===== src/rtl/lexcmp_pkg.sv =====
package lexcmp_pkg;

    localparam int SYM_W     = 4;
    localparam int SYM_COUNT = 9;

    typedef logic [SYM_W-1:0] sym_t;

    // Outcome of one position: no decision, A below B, or A above B
    typedef enum logic [1:0] {
        STEP_TIE    = 2'd0,
        STEP_A_LOW  = 2'd1,
        STEP_A_HIGH = 2'd2
    } step_t;

    typedef struct packed {
        logic lt;
        logic eq;
        logic gt;
        logic bad;
    } verdict_t;

    localparam verdict_t VERDICT_IDLE = '{lt: 1'b0, eq: 1'b1, gt: 1'b0, bad: 1'b0};

    function automatic logic sym_legal(input sym_t s);
        return s < sym_t'(SYM_COUNT);
    endfunction

    // Codes equal their rank in the collating sequence
    function automatic step_t order_syms(input sym_t a, input sym_t b);
        if (a < b)      return STEP_A_LOW;
        else if (a > b) return STEP_A_HIGH;
        else            return STEP_TIE;
    endfunction

endpackage


===== src/rtl/lexcmp_cell.sv =====
module lexcmp_cell
    import lexcmp_pkg::*;
#(
    parameter int POS = 0,
    parameter int LW  = 4
) (
    input  logic [LW-1:0] len_a,
    input  logic [LW-1:0] len_b,
    input  sym_t          sym_a,
    input  sym_t          sym_b,
    output step_t         step,
    output logic          bad
);

    logic live_a;
    logic live_b;

    assign live_a = len_a > LW'(POS);
    assign live_b = len_b > LW'(POS);

    // End of an operand ranks below every symbol
    always_comb begin
        unique case ({live_a, live_b})
            2'b11:   step = order_syms(sym_a, sym_b);
            2'b10:   step = STEP_A_HIGH;
            2'b01:   step = STEP_A_LOW;
            default: step = STEP_TIE;
        endcase
    end

    assign bad = (live_a && !sym_legal(sym_a)) || (live_b && !sym_legal(sym_b));

endmodule


===== src/rtl/lexcmp_prio.sv =====
module lexcmp_prio
    import lexcmp_pkg::*;
#(
    parameter int N = 8
) (
    input  step_t      steps [N],
    input  logic [N-1:0] bads,
    output verdict_t   vd
);

    step_t first;

    // Lowest index wins: scan from the right so the leftmost decision stays
    always_comb begin
        first = STEP_TIE;
        for (int i = N - 1; i >= 0; i--) begin
            if (steps[i] != STEP_TIE) first = steps[i];
        end
    end

    assign vd.lt  = (first == STEP_A_LOW);
    assign vd.gt  = (first == STEP_A_HIGH);
    assign vd.eq  = (first == STEP_TIE);
    assign vd.bad = |bads;

endmodule


===== src/rtl/lexcmp_top.sv =====
module lexcmp_top
    import lexcmp_pkg::*;
#(
    parameter int N       = 8,
    parameter bit REG_OUT = 1'b1
) (
    input  logic                          clk,
    input  logic                          rst,
    input  logic [$clog2(N+1)-1:0]        len_a,
    input  logic [$clog2(N+1)-1:0]        len_b,
    input  logic [N*lexcmp_pkg::SYM_W-1:0] vec_a,
    input  logic [N*lexcmp_pkg::SYM_W-1:0] vec_b,
    output logic                          lt,
    output logic                          eq,
    output logic                          gt,
    output logic                          bad
);

    localparam int LW = $clog2(N + 1);

    step_t        steps [N];
    logic [N-1:0] bads;
    verdict_t     vd;
    verdict_t     vq;

    for (genvar g = 0; g < N; g++) begin : g_pos
        lexcmp_cell #(.POS(g), .LW(LW)) u_cell (
            .len_a (len_a),
            .len_b (len_b),
            .sym_a (vec_a[(N-1-g)*SYM_W +: SYM_W]),
            .sym_b (vec_b[(N-1-g)*SYM_W +: SYM_W]),
            .step  (steps[g]),
            .bad   (bads[g])
        );
    end

    lexcmp_prio #(.N(N)) u_prio (
        .steps (steps),
        .bads  (bads),
        .vd    (vd)
    );

    if (REG_OUT) begin : g_reg
        always_ff @(posedge clk) begin
            if (rst) vq <= VERDICT_IDLE;
            else     vq <= vd;
        end
    end else begin : g_comb
        assign vq = vd;
    end

    assign lt  = vq.lt;
    assign eq  = vq.eq;
    assign gt  = vq.gt;
    assign bad = vq.bad;


    verdict_onehot_chk: assert property (@(posedge clk) disable iff (rst)
        !vd.bad |-> $countones({vd.lt, vd.eq, vd.gt}) == 1);


    port_onehot_chk: assert property (@(posedge clk) disable iff (rst)
        !bad |-> $countones({lt, eq, gt}) == 1);


    eq_len_chk: assert property (@(posedge clk) disable iff (rst)
        (vd.eq && !vd.bad) |-> ((len_a == len_b) || (len_a >= LW'(N) && len_b >= LW'(N))));


    empty_low_chk: assert property (@(posedge clk) disable iff (rst)
        (len_a == '0 && len_b != '0 && !vd.bad) |-> vd.lt);


    empty_clean_chk: assert property (@(posedge clk) disable iff (rst)
        (len_a == '0 && len_b == '0) |-> (!vd.bad && vd.eq));

endmodule


===== config.mk =====
export PLATFORM = sky130hd
export DESIGN_NAME = lexcmp_top
export DESIGN_NICKNAME = d
export VERILOG_FILES = /design/src/rtl/lexcmp_pkg.sv /design/src/rtl/lexcmp_cell.sv /design/src/rtl/lexcmp_prio.sv /design/src/rtl/lexcmp_top.sv
export SDC_FILE = /design/constraint.sdc
export NUM_CORES = 1
export LEC_CHECK = 0
export BUFFER_PORTS_ARGS = -buffer_cell sky130_fd_sc_hd__buf_2
export CAP_MARGIN = 0
export CORE_ASPECT_RATIO = 1.2
export CORE_MARGIN = 4
export CORE_UTILIZATION = 30
export CTS_CLUSTER_SIZE = 30
export DETAILED_ROUTE_END_ITERATION = 16
export GPL_TIMING_DRIVEN = 1
export PLACE_DENSITY_LB_ADDON = 0.3
export SLEW_MARGIN = 20
export SYNTH_ARGS = -nofsm -noshare
export SYNTH_HDL_FRONTEND = slang
export SYNTH_SLANG_ARGS = --single-unit

===== constraint.sdc =====
create_clock -name clk -period 2.5 [get_ports clk]
set_input_delay 0.375 -clock clk [delete_from_list [all_inputs] [get_ports clk]]
set_output_delay 0.375 -clock clk [all_outputs]
set_load 0.005 [all_outputs]

==> metrics.md <==
| Metric | Value |
|---|---|
| Run status | `completed` |
| Int Pwr | `333 uW` |
| Logic gate share of total power | `62.1%` |
| Fraction of registers with async set/reset | `0%` |
| CP startpoint kind | `primary input` |
| Final Hold Vio Count | `0` |
| Critical path peak fanout | `4` |
| Setup crit end | `eq` |
| Fmax | `512 MHz` |
| Ports | `78` |
| First-pass GRT wire length | `approximately 7100 um` |
| Worst-margin pin slew | `0.569 ns` |
| Routed vias | `1819` |
| PwrDens | `264 nW/um2` |
| Most frequent cell after synthesis | `inv_1` |
| CTS clk-pin slew, worst paths | `0.03 ns` |
| HP Class | `in -> reg` |
| # nets final | `392` |
| Vias per cell | `between 5 and 6` |
| Crit path DAT | `about 2.1 ns` |
| #FFs+latches synth | `4` |
| Initial antenna violation count | `0` |
| Critical path required time | `2.65 ns` |
| Cells after synthesis | `208` |
| Ys flop type | `dfxtp_1` |
| RSZ-0062 raised after global routing | `no` |
| Final GP Congestion | `0.929` |
| Routed WL | `4510 um` |
| Proportion of synthesized chip area in sequential cells | `under 10%` |
| Die width | `between 70 and 80 um` |
| Final Slew Violations | `0` |
| VDD IR max | `0.146 mV` |
| Tcrit/Tclk final | `78.1%` |
| Post-route setup slack | `around 0.55 ns` |
| CTS tree | `built` |
| Clock power frac | `about a quarter` |
| Core area | `around 5000 um2` |
| Synth top area share | `25.1%` |
| Post-CTS Setup Inserts | `0` |
| Setup TNS | `0 ns` |
| Die Ht | `87.8 um` |
| Max-cap violations | `0` |
| Per-cell routed wire length | `13.1 um` |
| Site Rows | `28` |
| Slew HR | `between 60% and 70%` |
| CTS sink count | `4` |
| WS Path Type | `in -> reg` |
| Worst slack, placed | `0.323 ns` |
| Sequential Power Share | `between 10% and 20%` |
| Tmin final | `1.95 ns` |
| Slowest CP cell | `o32ai_2` |
| Psw | `209 uW` |
| Syn Std Cell Area | `about 1600 um2` |
| Residual DRC | `0` |
| Layout area overhead | `28.8%` |
| Post-synth EDFFs | `0` |
| Antenna Cells | `0` |
| Yosys cell types | `50` |
| Layout cell share with drive strength beyond 1 | `33.1%` |
| Sw frac | `38.6%` |
| Cells along the critical path | `buf_2, ha_1, and2b_1, o31ai_4, a21oi_1, o32ai_2, and3_2, a41o_1` |
| Post-DRT Antenna Nets | `0` |
| Initial Util | `31.6%` |
| H-tree depth | `1` |
| Cell type with the highest aggregate area in the netlist | `ha_1` |
| DP Wirelength | `about 4200 um` |
| Syn Area/Cell | `7.66 um2` |
| Total number of yosys warnings | `0` |
| Slowest stage delay, CP | `between 0.3 and 0.4 ns` |
| Net Count, Synth | `314` |
| Grt ovf | `0` |
| Initial DRC Count | `53` |
| # setup viols final | `0` |
| Commonest cells in the netlist | `37 x inv_1, 32 x ha_1, 15 x nor2_1` |
| Vias in the first global route | `around 1800` |
| Main area contributors after synthesis | `ha_1 25%, inv_1 8.7%, dfxtp_1 5.0%, a21oi_1 4.4%, o311ai_0 3.8%` |
| LEAKAGE | `~1.1 nW` |
| Hold buffer count at CTS | `0` |
| Root buffer cell | `clkbuf_8` |
| Largest net degree at the start of global routing | `12` |
| Max clock buf depth | `2` |
| Post-CTS Resized | `0` |
| Drt pass-1 iters | `4` |
| Crit. End Element | `register` |
| CP startpoint | `vec_a[29]` |
| # port buffers | `77` |
| TritonCTS buffer count | `3` |
| Die area | `roughly 6500 um2` |
| GRT Overall Usage | `13.2%` |
## per-stage QoR
| step | area, um2 | power (mW) | hold WS, ns | util [%] | instances |
|---|---|---|---|---|---|
| after CTS | 2050 | 0.550 | 0.402 | 40.6 | 344 |
| final | 2050 | 0.542 | 0.413 | 40.6 | 344 |
| after floorplan | 1590 | 0.288 | 0.444 | - | 208 |
| after detailed placement | 2010 | 0.412 | 0.624 | 39.8 | 341 |
| after global placement | 2010 | 0.407 | 0.638 | 39.8 | 341 |
| after global routing | 2050 | 0.601 | 0.435 | 40.6 | 344 |
## worst max-delay path, delay by kind of cell
kind / cells / cell delay, ns
buffers and inverters: 1 / 0.11
adders and majority gates: 1 / 0.29
and+or+nand+nor: 2 / 0.47
AOI/OAI and AO/OA: 4 / 0.87
## cell type report
class,instances,area [um2]
fill,574,2990
sequential,4,80.1
inverter,37,139
tap,60,75.1
clock buffer,3,41.3
multi-input combinational,163,1330
timing repair buffer,77,385
## metal layers
layer	track usage [%]	part of all wire [%]
met3	2.87	6.0
met2	25.1	53
met4	0.485	0
met5	0	0
met1	15.6	41
## how the worst min path moves through the flow
stage	endpoint	startpoint	depth (start not counted)	slack, ns
global route	bad	rst	2	0.43
finish	bad	rst	2	0.41
CTS	bad	rst	2	0.40
global placement	bad	rst	2	0.64
floorplan	bad	rst	1	0.44
detailed placement	bad	rst	2	0.62
## sequential cells by signal, summed over array words and instances, names as in the netlist
| register | cells |
|---|---|
| bad | 1 |
| eq | 1 |
| gt | 1 |
| lt | 1 |
## power by group through the flow
| stage | clock network (mW) | logic [mW] | registers (mW) |
|---|---|---|---|
| 2_1_floorplan | 0 | 0.214 | 0.0740 |
| 3_3_place_gp | 0 | 0.334 | 0.0729 |
| 6_report | 0.133 | 0.337 | 0.0722 |
| 5_1_grt | 0.145 | 0.383 | 0.0728 |
| 4_1_cts | 0.138 | 0.340 | 0.0724 |
| 3_5_place_dp | 0 | 0.339 | 0.0731 |
## layout by cell type (no fill, tap or decap), drive strengths merged, types with 4 or more instances in the layout
cell    instances
a211oi          4
a21oi          15
buf            77
dfxtp           4
ha             32
inv            37
nand4           5
nor2           15
nor2b           7
nor3            6
o211a           4
o21ai          12
o311ai          7
o31ai           9
o32ai           4
## kinds of logic after synthesis
group,share of synthesized area (%)
AO/OA/AOI/OAI,40.4
AND/OR/NAND/NOR,18.0
buffers and inverters,11.5
adder cells (fa/ha/maj),25.1
flip-flops,5.03
Note: power is estimated with default switching activity, not from simulation.
